[config.mk]
export PLATFORM = sky130hd
export DESIGN_NAME = phy_poll_arbiter
export DESIGN_NICKNAME = d
export VERILOG_FILES = /design/src/rtl/ppa_pkg.sv /design/src/rtl/ppa_status_stage.sv /design/src/rtl/ppa_tick_counter.sv /design/src/rtl/phy_poll_arbiter.sv
export SDC_FILE = /design/constraint.sdc
export NUM_CORES = 1
export LEC_CHECK = 0
export BUFFER_PORTS_ARGS = -buffer_cell sky130_fd_sc_hd__buf_2
export CAP_MARGIN = 20
export CORE_MARGIN = 1.5
export CORE_UTILIZATION = 34
export CTS_CLUSTER_SIZE = 14
export DETAILED_ROUTE_END_ITERATION = 6
export PLACE_DENSITY = 0.49
export SYNTH_ARGS = -nofsm -noshare
export SYNTH_HDL_FRONTEND = slang
export SYNTH_HIERARCHICAL = 1
export SYNTH_SLANG_ARGS = --single-unit
[constraint.sdc]
create_clock -name clk -period 2.49 [get_ports clk]
set_input_delay 0.498 -clock clk [delete_from_list [all_inputs] [get_ports clk]]
set_output_delay 0.498 -clock clk [all_outputs]
set_load 0.01 [all_outputs]
[src/rtl/ppa_pkg.sv]
package ppa_pkg;

  typedef enum logic [2:0] {
    ST_RUN,
    ST_STOPPING,
    ST_GRANTED,
    ST_HOLDOFF,
    ST_STARTING,
    ST_PARKED,
    ST_FAILED
  } arb_state_e;

  // Fully active only when both status bits are set.
  function automatic logic status_active(input logic [1:0] st);
    return st == 2'b11;
  endfunction

  // Width needed to count 0..limit-1 (at least one bit).
  function automatic int unsigned count_width(input int unsigned limit);
    return (limit > 2) ? $clog2(limit) : 1;
  endfunction

endpackage

[src/rtl/ppa_status_stage.sv]
module ppa_status_stage #(
  parameter int unsigned SYNC_STAGES = 2
) (
  input  logic       clk,
  input  logic       rst_n,
  input  logic [1:0] status_in,
  output logic       st_running,
  output logic       st_stopped
);
  import ppa_pkg::*;

  localparam int unsigned PW = 2 * SYNC_STAGES;

  logic [PW-1:0] pipe;

  generate
    if (SYNC_STAGES == 1) begin : g_single
      always_ff @(posedge clk or negedge rst_n) begin
        if (!rst_n) pipe <= '0;
        else        pipe <= status_in;
      end
    end else begin : g_chain
      always_ff @(posedge clk or negedge rst_n) begin
        if (!rst_n) pipe <= '0;
        else        pipe <= {pipe[PW-3:0], status_in};
      end
    end
  endgenerate

  assign st_running = status_active(pipe[PW-1 -: 2]);
  assign st_stopped = !st_running;

endmodule

[src/rtl/ppa_tick_counter.sv]
module ppa_tick_counter #(
  parameter int unsigned LIMIT = 10
) (
  input  logic clk,
  input  logic rst_n,
  input  logic clr,
  input  logic tick,
  output logic at_last
);
  import ppa_pkg::*;

  localparam int unsigned W = count_width(LIMIT);
  localparam logic [W-1:0] LAST = W'(LIMIT - 1);

  logic [W-1:0] cnt;

  always_ff @(posedge clk or negedge rst_n) begin
    if (!rst_n)                    cnt <= '0;
    else if (clr)                  cnt <= '0;
    else if (tick && cnt != LAST)  cnt <= cnt + 1'b1;
  end

  assign at_last = (cnt == LAST);

endmodule

[src/rtl/phy_poll_arbiter.sv]
module phy_poll_arbiter #(
  parameter int unsigned POLL_LIMIT  = 1000,
  parameter int unsigned IDLE_TICKS  = 10,
  parameter int unsigned SYNC_STAGES = 2
) (
  input  logic       clk,
  input  logic       rst_n,
  input  logic       ms_tick,
  input  logic       host_req,
  input  logic [1:0] poll_status,
  output logic       poll_en,
  output logic       host_grant,
  output logic       host_err,
  output logic       poll_held
);
  import ppa_pkg::*;

  arb_state_e state;

  logic st_running, st_stopped;
  logic win_last, idle_last;
  logic win_clr, idle_clr;
  logic win_expire, idle_expire;
  logic stop_seen, run_seen;

  ppa_status_stage #(.SYNC_STAGES(SYNC_STAGES)) u_status (
    .clk        (clk),
    .rst_n      (rst_n),
    .status_in  (poll_status),
    .st_running (st_running),
    .st_stopped (st_stopped)
  );

  // Poll window shared by the stop and restart waits.
  assign win_clr = (state != ST_STOPPING) && (state != ST_STARTING);

  ppa_tick_counter #(.LIMIT(POLL_LIMIT)) u_window (
    .clk     (clk),
    .rst_n   (rst_n),
    .clr     (win_clr),
    .tick    (ms_tick),
    .at_last (win_last)
  );

  // Idle timer runs only in hold-off; leaving hold-off cancels it.
  assign idle_clr = (state != ST_HOLDOFF);

  ppa_tick_counter #(.LIMIT(IDLE_TICKS)) u_idle (
    .clk     (clk),
    .rst_n   (rst_n),
    .clr     (idle_clr),
    .tick    (ms_tick),
    .at_last (idle_last)
  );

  assign win_expire  = ms_tick && win_last;
  assign idle_expire = ms_tick && idle_last;
  assign stop_seen   = ms_tick && st_stopped;
  assign run_seen    = ms_tick && st_running;

  always_ff @(posedge clk or negedge rst_n) begin
    if (!rst_n) begin
      state      <= ST_RUN;
      poll_en    <= 1'b1;
      host_grant <= 1'b0;
      host_err   <= 1'b0;
      poll_held  <= 1'b0;
    end else begin
      case (state)
        ST_RUN: begin
          if (host_req) begin
            state   <= ST_STOPPING;
            poll_en <= 1'b0;
          end
        end
        ST_STOPPING: begin
          if (stop_seen) begin
            state      <= ST_GRANTED;
            host_grant <= 1'b1;
            poll_held  <= 1'b1;
          end else if (win_expire) begin
            state    <= ST_FAILED;
            host_err <= 1'b1;
            poll_en  <= 1'b1;
          end
        end
        ST_GRANTED: begin
          if (!host_req) begin
            state      <= ST_HOLDOFF;
            host_grant <= 1'b0;
          end
        end
        ST_HOLDOFF: begin
          if (host_req) begin
            state      <= ST_GRANTED;
            host_grant <= 1'b1;
          end else if (idle_expire) begin
            state   <= ST_STARTING;
            poll_en <= 1'b1;
          end
        end
        ST_STARTING: begin
          if (run_seen) begin
            state     <= ST_RUN;
            poll_held <= 1'b0;
          end else if (win_expire) begin
            state   <= ST_PARKED;
            poll_en <= 1'b0;
          end
        end
        ST_PARKED: begin
          if (host_req) begin
            state      <= ST_GRANTED;
            host_grant <= 1'b1;
          end
        end
        ST_FAILED: begin
          if (!host_req) begin
            state    <= ST_RUN;
            host_err <= 1'b0;
          end
        end
        default: state <= ST_RUN;
      endcase
    end
  end


  grant_err_excl_chk: assert property (@(posedge clk) disable iff (!rst_n)
    !(host_grant && host_err));


  grant_held_chk: assert property (@(posedge clk) disable iff (!rst_n)
    host_grant |-> poll_held);


  grant_pollen_chk: assert property (@(posedge clk) disable iff (!rst_n)
    host_grant |-> !poll_en);


  release_drop_chk: assert property (@(posedge clk) disable iff (!rst_n)
    (host_grant && !host_req) |=> !host_grant);


  held_clear_chk: assert property (@(posedge clk) disable iff (!rst_n)
    $fell(poll_held) |-> $past(run_seen));


  err_release_chk: assert property (@(posedge clk) disable iff (!rst_n)
    (host_err && host_req) |=> host_err);

endmodule

==> impl_metrics.tcl, run 1 <==
set metrics [dict create \
    synth_mux_area_share_pct 4.94 \
    synth_area_leaders "dfrtp_1 42%, a21oi_1 4.2%, mux2_4 4.2%" \
    period_needed_ns 2.01 \
    dp_hpwl_mm 2.06 \
    num_antenna_cells 0 \
    cts.sinks 25 \
    status "completed" \
    cts_tree "done" \
    hold_class "in2async" \
    netlist.area_leader.share_pct 42.4 \
    synthAdderAreaFrac_pct 2.65 \
    grt_max_degree 26 \
    synth_area_mm2 0.00142 \
    synth_fp_nets 155 \
    ys_types 45 \
    htree_levels 1 \
    portBuffers 9 \
    drt_iter0_drc 46 \
    synthXorXnorAreaFrac_pct 1.85 \
    wl_met2_mm 1.35 \
    start_kind "flop" \
    regArea_um2 627 \
    route.met3.wl_um 65 \
    drc 0 \
    syn_to_final_growth_pct 9.27 \
    core_area_mm2 0.00400 \
    synth_compound_area_share_pct 19.4 \
    grt_setup_unrepaired "no" \
    initial_core_util_pct 35.4 \
    synth_area_per_cell_um2 9.71 \
    rows 23 \
    ctsResizeCount 0 \
    tightest_slew_ns 0.570 \
    ys_ff_latch 25 \
    synth_top_family_by_area "simple AND/OR/NAND/NOR gates" \
    ys_warn_count 6 \
    yosysTopAreaCell "dfrtp_1" \
    drive_above_1_share_pct 17.4 \
    die_w_um 67.6 \
    crit_arrival_ns 2.21 \
    tns_ns 0 \
    grt_pass1_vias 1112 \
    grt_overflow 0 \
    synth_flop_cell "dfrtp_1" \
    wl_met1_mm 1.46 \
    vias 1120 \
    hold_violations 0 \
    die_h_um 67.6 \
    critPathRequiredTime_ns 2.69 \
    maxSlewHeadroom_pct 62.0 \
    worst_skew_pair.late_latency_ns 0.27 \
    multi_input_area_um2 732 \
    post_drt_wl_per_cell_um 14.1 \
    period_share_pct 80.7 \
    place.gp.congestion 0.867 \
    async_reset_ff_share_pct 100 \
    grtUsageTotal_pct 14.9 \
    grt_pass1_wl_mm 5.17 \
    p_leak_nw 0.632 \
    cts_max_path_buffers 2 \
    fmax_mhz 498 \
    dr.pass1.iters 4 \
    fill_cells 396 \
    power_w 0.00130 \
    routed_wirelength_mm 2.90 \
    synth-simple-area-share_pct 22.8 \
    syn-instance-count 146 \
    highest_layer "met4" \
    die-area_mm2 0.00457 \
    critPathCaptureType "flop" \
    ir_drop_v 0.000398 \
    clk_pin_slew_worst_paths_ns 0.09 \
    nNetsFinal 165 \
    skew_ns 0.00152 \
    yosysSeqAreaShare_pct 44.2 \
    slew_violations 0 \
    crit_fanout 5 \
    antenna_left 0 \
    ctsHoldBuffers 0 \
    boundaryPins 10 \
    cts_root_buffer "clkbuf_8" \
    cts_buffers 3 \
    cts_setup_buffers 0 \
    viasPerCell 5.46 \
    drv_cap 0 \
    synth_edf_count 0 \
    powerDensity_mw_per_mm2 840 \
    path_class "reg2reg" \
    setup_viol 0 \
    grt_antenna_before_repair 0 \
]
## cell type report
type                    count  share of cell area [%]
multi-input cells         111                    47.3
flip-flops and latches     25                    40.5
well taps                  50                    4.04
inverters                   3                   0.727
repair buffers             12                    4.36
clock buffers               3                    2.67
clock inverters             1                   0.485
## report_power, final
part	internal, W	switching, W	total [W]
registers	0.000463	0.0000911	0.000554
logic	0.000238	0.000262	0.000500
clock network	0.000113	0.000134	0.000248
## cells in the mapped netlist, types with 4 or more instances
cell type	n
dfrtp_1	24
nand2_1	16
a21oi_1	12
nor2_1	11
nand2b_1	6
o21ai_0	6
mux2_4	4
nand3_1	4
nand4_1	4
o31ai_1	4
or4_1	4
## worst max-delay path: stages (launching register included)
cell	delay, ns
dfrtp_1	0.42
or3b_4	0.44
nor3_1	0.32
nand2_1	0.16
nor3_1	0.14
o21ai_0	0.10
a221o_1	0.36
## layer usage
metal  vias up  global-route usage [%]
met4         0                    6.63
met5         -                       0
met2        13                    23.9
met3         2                    2.17
li1        550                       -
met1       555                    19.9
## cell usage in the layout, fill, tap and decap left out, types with 2 or more instances in the layout
cell,n
o31ai_1,4
and2_1,2
nand4_1,4
buf_2,9
nand2_1,16
a31oi_1,2
o21ai_0,6
nor2b_1,2
nand2b_1,6
or3_1,3
dfrtp_1,24
buf_4,3
nor3_1,3
nand3b_1,2
inv_1,2
mux2_4,4
a21oi_1,12
clkbuf_8,3
ha_1,3
xor2_1,3
or4_1,4
nor2_1,11
o21a_1,3
nand3_1,4
## kinds of logic (layout without fill, tap and decap cells)
logic type | count (synthesis) | after routing
fa+ha+maj | 3 | 3
xor+xnor | 3 | 3
compound gates | 39 | 39
mux | 5 | 5
simple gates | 61 | 61
buf+inv | 10 | 19
flops | 25 | 25
## path summary, 6_finish.rpt
| kind | start | endpoint | slack, ns | cells past startpoint |
|---|---|---|---|---|
| min | rst_n | u_idle/cnt[3] | 0.21 | 1 |
| min in group clk | poll_status[0] | u_status/pipe[0] | 0.33 | 1 |
| max reg2reg | u_window/cnt[4] | poll_en | 0.48 | 6 |
| max | u_window/cnt[4] | poll_en | 0.48 | 6 |
| max in group asynchronous | rst_n | poll_en | 1.90 | 1 |
| min reg2reg | u_status/pipe[1] | u_status/pipe[3] | 0.36 | 0 |
## stage by stage
stage	setup WS [ns]	cell area (um2)	hold slack [ns]	cells	util, %
finish	0.481	1550	0.211	205	38.7
global route	0.311	1550	0.255	205	38.7
CTS	0.486	1550	0.235	205	38.7
detailed placement	0.497	1500	0.342	201	37.5
global placement	0.559	1500	0.338	201	37.5
floorplan	0.690	1420	0.202	146	-
## registers in the layout, indices dropped and copies added (netlist names)
name	flops
host_grant	1
u_window/cnt	10
u_idle/cnt	4
poll_held	1
state	3
host_err	1
u_status/pipe	4
poll_en	1
(Power assumes the default switching activity.)
==> run 2: changes to the inputs <==
--- a/config.mk
+++ b/config.mk
@@ -5,6 +5,7 @@
 export SDC_FILE = /design/constraint.sdc
 export NUM_CORES = 1
 export LEC_CHECK = 0
+export ABC_AREA = 1
 export BUFFER_PORTS_ARGS = -buffer_cell sky130_fd_sc_hd__buf_2
 export CAP_MARGIN = 20
 export CORE_MARGIN = 1.5
==> constraint.sdc (replaced) <==
create_clock -name clk -period 2 [get_ports clk]
set_input_delay 0.4 -clock clk [delete_from_list [all_inputs] [get_ports clk]]
set_output_delay 0.4 -clock clk [all_outputs]
set_load 0.01 [all_outputs]
==> impl_metrics.tcl, run 2 <==
set metrics [dict create \
    skew_ns 0.00783 \
    yosysSeqAreaShare_pct 41.5 \
    grt_pass1_vias 1236 \
    power.share.clock_pct 18.8 \
    ys_ff_latch 25 \
    cts_root_buffer "clkbuf_8" \
    antenna_left 0 \
    mostFrequentLayoutCells "69 x nand2_1, 24 x dfrtp_1, 20 x nand3_1, 19 x inv_1, 17 x nor2_1" \
    grt-busiest-layer "met2" \
    vias 1272 \
    met2_usage_pct 23.2 \
    p_sw_w 0.000740 \
    grtUsageTotal_pct 13.9 \
    place.gp.congestion 0.764 \
    yosys-top-cells-count "69 x nand2_1, 24 x dfrtp_1, 20 x nand3_1, 19 x inv_1, 17 x nor2_1" \
    synth.most_common_cell "nand2_1" \
    async_reset_ff_share_pct 100 \
    combPwrFrac_pct 42.3 \
    routed_wirelength_mm 3.14 \
    dp_hpwl_mm 2.29 \
    ctsHoldBuffers 0 \
    crit_arrival_ns 1.89 \
    htree_levels 1 \
    cts_setup_buffers 0 \
    setup_viol 0 \
    cts_tree "done" \
    slew_violations 0 \
    die_w_um 69.7 \
    tightest_slew_ns 0.570 \
    maxSlewHeadroom_pct 62.0 \
    syn_to_final_growth_pct 10.3 \
    grt_setup_unrepaired "no" \
    drive_above_1_share_pct 18.1 \
    synth_edf_count 0 \
    regMostFlops "u_window/cnt" \
    cts_max_path_buffers 2 \
    critPathCaptureType "flop" \
    critPathRequiredTime_ns 2.17 \
    powerDensity_mw_per_mm2 1020 \
    status "completed" \
    crit_fanout 8 \
    reg2reg_depth 7 \
    path_class "reg2reg" \
    use_met3_pct 2.76 \
    drv_cap 0 \
    reg_top3 "u_window/cnt: 10 flops, u_idle/cnt: 4 flops, u_status/pipe: 4 flops" \
    ys_types 28 \
    ys_warn_count 6 \
    netlist.area_leader.share_pct 39.7 \
    cts.sinks 25 \
    r2r-end "u_window/cnt[7]" \
    worst-r2r-setup-slack_ns 0.29 \
    synth_area_per_cell_um2 7.27 \
    boundaryPins 10 \
    period_needed_ns 1.71 \
    nNetsFinal 231 \
    post_drt_wl_per_cell_um 11.5 \
    num_antenna_cells 0 \
    syn-instance-count 208 \
    grt_max_degree 26 \
    use_met1_pct 17.7 \
    hold_class "in2async" \
    viasPerCell 4.66 \
    sequentialPowerShare_pct 38.9 \
    drt_iter0_drc 58 \
    initial_core_util_pct 35.0 \
    dr.pass1.iters 4 \
    ir_drop_v 0.000281 \
    p_sw_share_pct 43.4 \
    cts_buffers 3 \
    synth_area_leaders "dfrtp_1 40%, nand2_1 17%, nand3_1 6.6%" \
    synth_fp_nets 217 \
    grt_pass1_wl_mm 5.36 \
    worst_skew_pair.late_latency_ns 0.28 \
    p_int_w 0.000963 \
    grt_overflow 0 \
    layout_commonest_cell "nand2_1" \
    rr_startpoint "state[0]" \
    period_share_pct 85.7 \
    grt_antenna_before_repair 0 \
    largest_reg_flops 10 \
    die-area_mm2 0.00485 \
    hold_violations 0 \
    start_kind "flop" \
    clk_pin_slew_worst_paths_ns 0.10 \
    tns_ns 0 \
    yosysTopAreaCell "dfrtp_1" \
    synth_area_mm2 0.00151 \
    fmax_mhz 583 \
    ctsResizeCount 0 \
    synth_flop_cell "dfrtp_1" \
    p_leak_nw 0.884 \
    core_area_mm2 0.00432 \
    portBuffers 9 \
    drc 0 \
    final_util_pct 38.6 \
    rows 24 \
    die_h_um 69.7 \
]
## run 2: cell count changes after synthesis, sizes merged, moves of 7 or more
| cell | previous run | this run |
|---|---|---|
| nand2 | 16 | 74 |
| a21oi | 13 | 3 |
| nor2 | 11 | 27 |
| inv | 3 | 24 |
| nand4 | 4 | 11 |
| nand3 | 4 | 21 |
## run 2: power groups by stage
stage | sequential, W | clock [W] | combinational [W]
3_5_place_dp | 0.000674 | 0 | 0.000713
2_1_floorplan | 0.000648 | 0 | 0.000571
6_report | 0.000662 | 0.000321 | 0.000720
3_3_place_gp | 0.000678 | 0 | 0.000721
4_1_cts | 0.000663 | 0.000333 | 0.000719
5_1_grt | 0.000677 | 0.000353 | 0.000815
## run 2: cells by family after synthesis
kind of cell               after synthesis  share of synthesized area (%)
AOI/OAI and AO/OA                       13                           4.72
xor gates and xnor gates                 1                          0.580
adders and majority gates                3                           2.48
buffers and inverters                   28                           8.44
DFF                                     25                           41.5
and+or+nand+nor                        138                           42.3
## run 2: through the flow
stage	cell area (um2)	hold WS, ns	std cells	setup slack [ns]	total power [W]
2_1_floorplan	1510	0.104	208	0.441	0.00122
3_5_place_dp	1610	0.336	269	0.290	0.00139
5_1_grt	1670	0.141	273	0.0407	0.00184
6_report	1670	0.101	273	0.286	0.00170
3_3_place_gp	1610	0.336	269	0.274	0.00140
4_1_cts	1660	0.130	273	0.270	0.00171
## run 2: worst max-delay path by stage
stage / startpoint / to / slack, ns / depth (start not counted)
floorplan: u_window/cnt[0] / state[1] / 0.44 / 12
finish: state[0] / u_window/cnt[7] / 0.29 / 7
detailed placement: state[0] / u_window/cnt[4] / 0.29 / 7
global placement: state[0] / u_window/cnt[8] / 0.27 / 7
CTS: u_window/cnt[0] / state[1] / 0.27 / 12
global route: u_window/cnt[0] / state[1] / 0.04 / 12
## run 2: final cells by class
class / count / area, um2
fillers: 496 / 2660
multi-input cells: 155 / 762
flip-flops and latches: 25 / 627
inverters: 26 / 105
well taps: 52 / 65.1
repair buffers: 11 / 60.1
clock buffers: 3 / 41.3
clock inverters: 1 / 7.51
## run 2: critical path: stages, from the launching register on
cell      delay, ns
dfrtp_1        0.53
nor2_2         0.13
a21oi_1        0.27
clkinv_1       0.28
nand2_4        0.18
clkinv_4       0.09
nand2_1        0.06
nand2_1        0.05
## run 2: per-layer routing
metal | up-vias | wire (um)
li1 | 696 | -
met1 | 553 | 1560
met2 | 17 | 1420
met3 | 6 | 102
met4 | 0 | 64
met5 | - | 0
==> run 3: changes to the inputs <==
--- a/config.mk
+++ b/config.mk
@@ -10,9 +10,11 @@
 export CAP_MARGIN = 20
 export CORE_MARGIN = 1.5
 export CORE_UTILIZATION = 34
+export CTS_BUF_LIST = sky130_fd_sc_hd__clkbuf_4 sky130_fd_sc_hd__clkbuf_8
 export CTS_CLUSTER_SIZE = 14
 export DETAILED_ROUTE_END_ITERATION = 6
 export PLACE_DENSITY = 0.49
+export SETUP_SLACK_MARGIN = 0.15
 export SYNTH_ARGS = -nofsm -noshare
 export SYNTH_HDL_FRONTEND = slang
 export SYNTH_HIERARCHICAL = 1
==> impl_metrics.tcl, run 3 (synthesis results as in run 2) <==
set metrics [dict create \
    drv_cap 0 \
    rows 24 \
    ir_drop_v 0.000278 \
    antenna_left 0 \
    initial_core_util_pct 35.0 \
    die_w_um 69.7 \
    num_antenna_cells 0 \
    status "completed" \
    htree_levels 1 \
    vias 1295 \
    dr.pass1.iters 4 \
    boundaryPins 10 \
    grt_setup_unrepaired "no" \
    core_area_mm2 0.00432 \
    grt_pass1_wl_mm 5.36 \
    skew_ns 0.00674 \
    place.gp.congestion 0.764 \
    layout_commonest_cell "nand2_1" \
    slew_violations 0 \
    powerDensity_mw_per_mm2 1020 \
    hold_violations 0 \
    dp_hpwl_mm 2.29 \
    crit_arrival_ns 1.81 \
    grt_max_degree 26 \
    cts_buffers 3 \
    post_drt_wl_per_cell_um 11.4 \
    path_cells "ha_2, nand2_2, inv_1, nand3_1, nor3_2, nand2_1, nand2_1, nor2_2, nor2_4, nand2_2, nand2_1, nand2_1" \
    drt_iter0_drc 64 \
    drc 0 \
    crit_top_cell "nand2_1" \
    critPathSlowestCell "dfrtp_1" \
    start_kind "flop" \
    clk_pin_slew_worst_paths_ns 0.10 \
    viasPerCell 4.73 \
    p_leak_nw 0.891 \
    grt_pass1_vias 1236 \
    fill_cells 493 \
    setup_viol 0 \
    ctsHoldBuffers 0 \
    period_share_pct 81.9 \
    syn_to_final_growth_pct 11.5 \
    grt_overflow 0 \
    period_needed_ns 1.64 \
    maxSlewHeadroom_pct 62.0 \
    cts_root_buffer "clkbuf_8" \
    die_h_um 69.7 \
    cts.sinks 25 \
    tns_ns 0 \
    reg_top3 "u_window/cnt: 10 flops, u_idle/cnt: 4 flops, u_status/pipe: 4 flops" \
    critPathRequiredTime_ns 2.17 \
    cts_max_path_buffers 2 \
    final_util_pct 39.0 \
    grtUsageTotal_pct 13.9 \
    fmax_mhz 610 \
    critPathMaxStageDelay_ns 0.39 \
    critPathCaptureType "flop" \
    nNetsFinal 232 \
    grt_antenna_before_repair 0 \
    tightest_slew_ns 0.570 \
    cts_tree "done" \
    largest_reg_flops 10 \
    worst_skew_pair.late_latency_ns 0.28 \
    routed_wirelength_mm 3.14 \
    hold_class "in2async" \
    die-area_mm2 0.00485 \
    portBuffers 9 \
    path_class "reg2reg" \
    mostFrequentLayoutCells "68 x nand2_1, 24 x dfrtp_1, 20 x nand3_1, 19 x inv_1, 17 x nor2_1" \
    crit_fanout 4 \
    regMostFlops "u_window/cnt" \
    drive_above_1_share_pct 20.3 \
]
-- run 3: cell count changes in the layout (fill, tap and decap cells not counted) --
cell,before,now
buf_4,2,3
clkinv_1,1,0
ha_1,3,2
ha_2,0,1
inv_2,4,5
nand2_1,69,68
nand2_2,4,5
nor3_1,2,1
nor3_2,1,2
-- run 3: where the power goes --
group / total, W / internal [W] / switching (W)
logic: 0.000735 / 0.000252 / 0.000483
registers: 0.000663 / 0.000581 / 0.0000825
clock network: 0.000316 / 0.000142 / 0.000175
total: 0.00171 / 0.000974 / 0.000740
-- run 3: cell type report --
cell class	instances	area, um2	share of cell area (%)
repair buffers	12	67.6	4.01
clock inverters	1	7.51	0.445
inverters	26	105	6.24
flip-flops and latches	25	627	37.2
multi-input cells	155	772	45.8
well taps	52	65.1	3.86
clock buffers	3	41.3	2.45
-- run 3: repair_timing --
action                     4_1_cts  5_1_grt
setup endpoints to repair        0        5
buffers inserted                 0        1
resized for setup                0        5
-- run 3: worst max-delay path, delay by kind of cell, from the launching register on --
family / cells / cell delay (ns)
AND/OR/NAND/NOR: 10 / 0.86
flip-flops: 1 / 0.39
adder cells (fa/ha/maj): 1 / 0.19
buffers and inverters: 1 / 0.08
-- run 3: routing by layer --
layer / vias up / routed length [um] / part of all wire [%] / GRT usage, %
li1: 695 / - / - / -
met1: 569 / 1520 / 48 / 17.7
met2: 25 / 1440 / 46 / 23.2
met3: 6 / 110 / 3.5 / 2.76
met4: 0 / 64 / 2.0 / 5.77
met5: - / 0 / 0 / 0
-- run 3: worst paths after layout --
kind,from,end,slack [ns],depth (start not counted)
worst min register to register,u_status/pipe[1],u_status/pipe[3],0.36,0
min in group clk,poll_status[0],u_status/pipe[0],0.22,1
max in group asynchronous,rst_n,u_window/cnt[9],1.52,1
worst min-delay path,rst_n,host_err,0.10,1
worst max-delay path,u_window/cnt[0],state[0],0.36,12
worst max register to register,u_window/cnt[0],state[0],0.36,12
-- run 3: through the flow --
step	hold WS (ns)	total power [W]	cells	instance area [um2]	setup WS, ns
global placement	0.336	0.00140	269	1610	0.274
floorplan	0.104	0.00122	208	1510	0.441
global route	0.141	0.00186	274	1690	0.152
detailed placement	0.336	0.00139	269	1610	0.290
CTS	0.130	0.00171	273	1660	0.270
finish	0.104	0.00171	274	1690	0.361
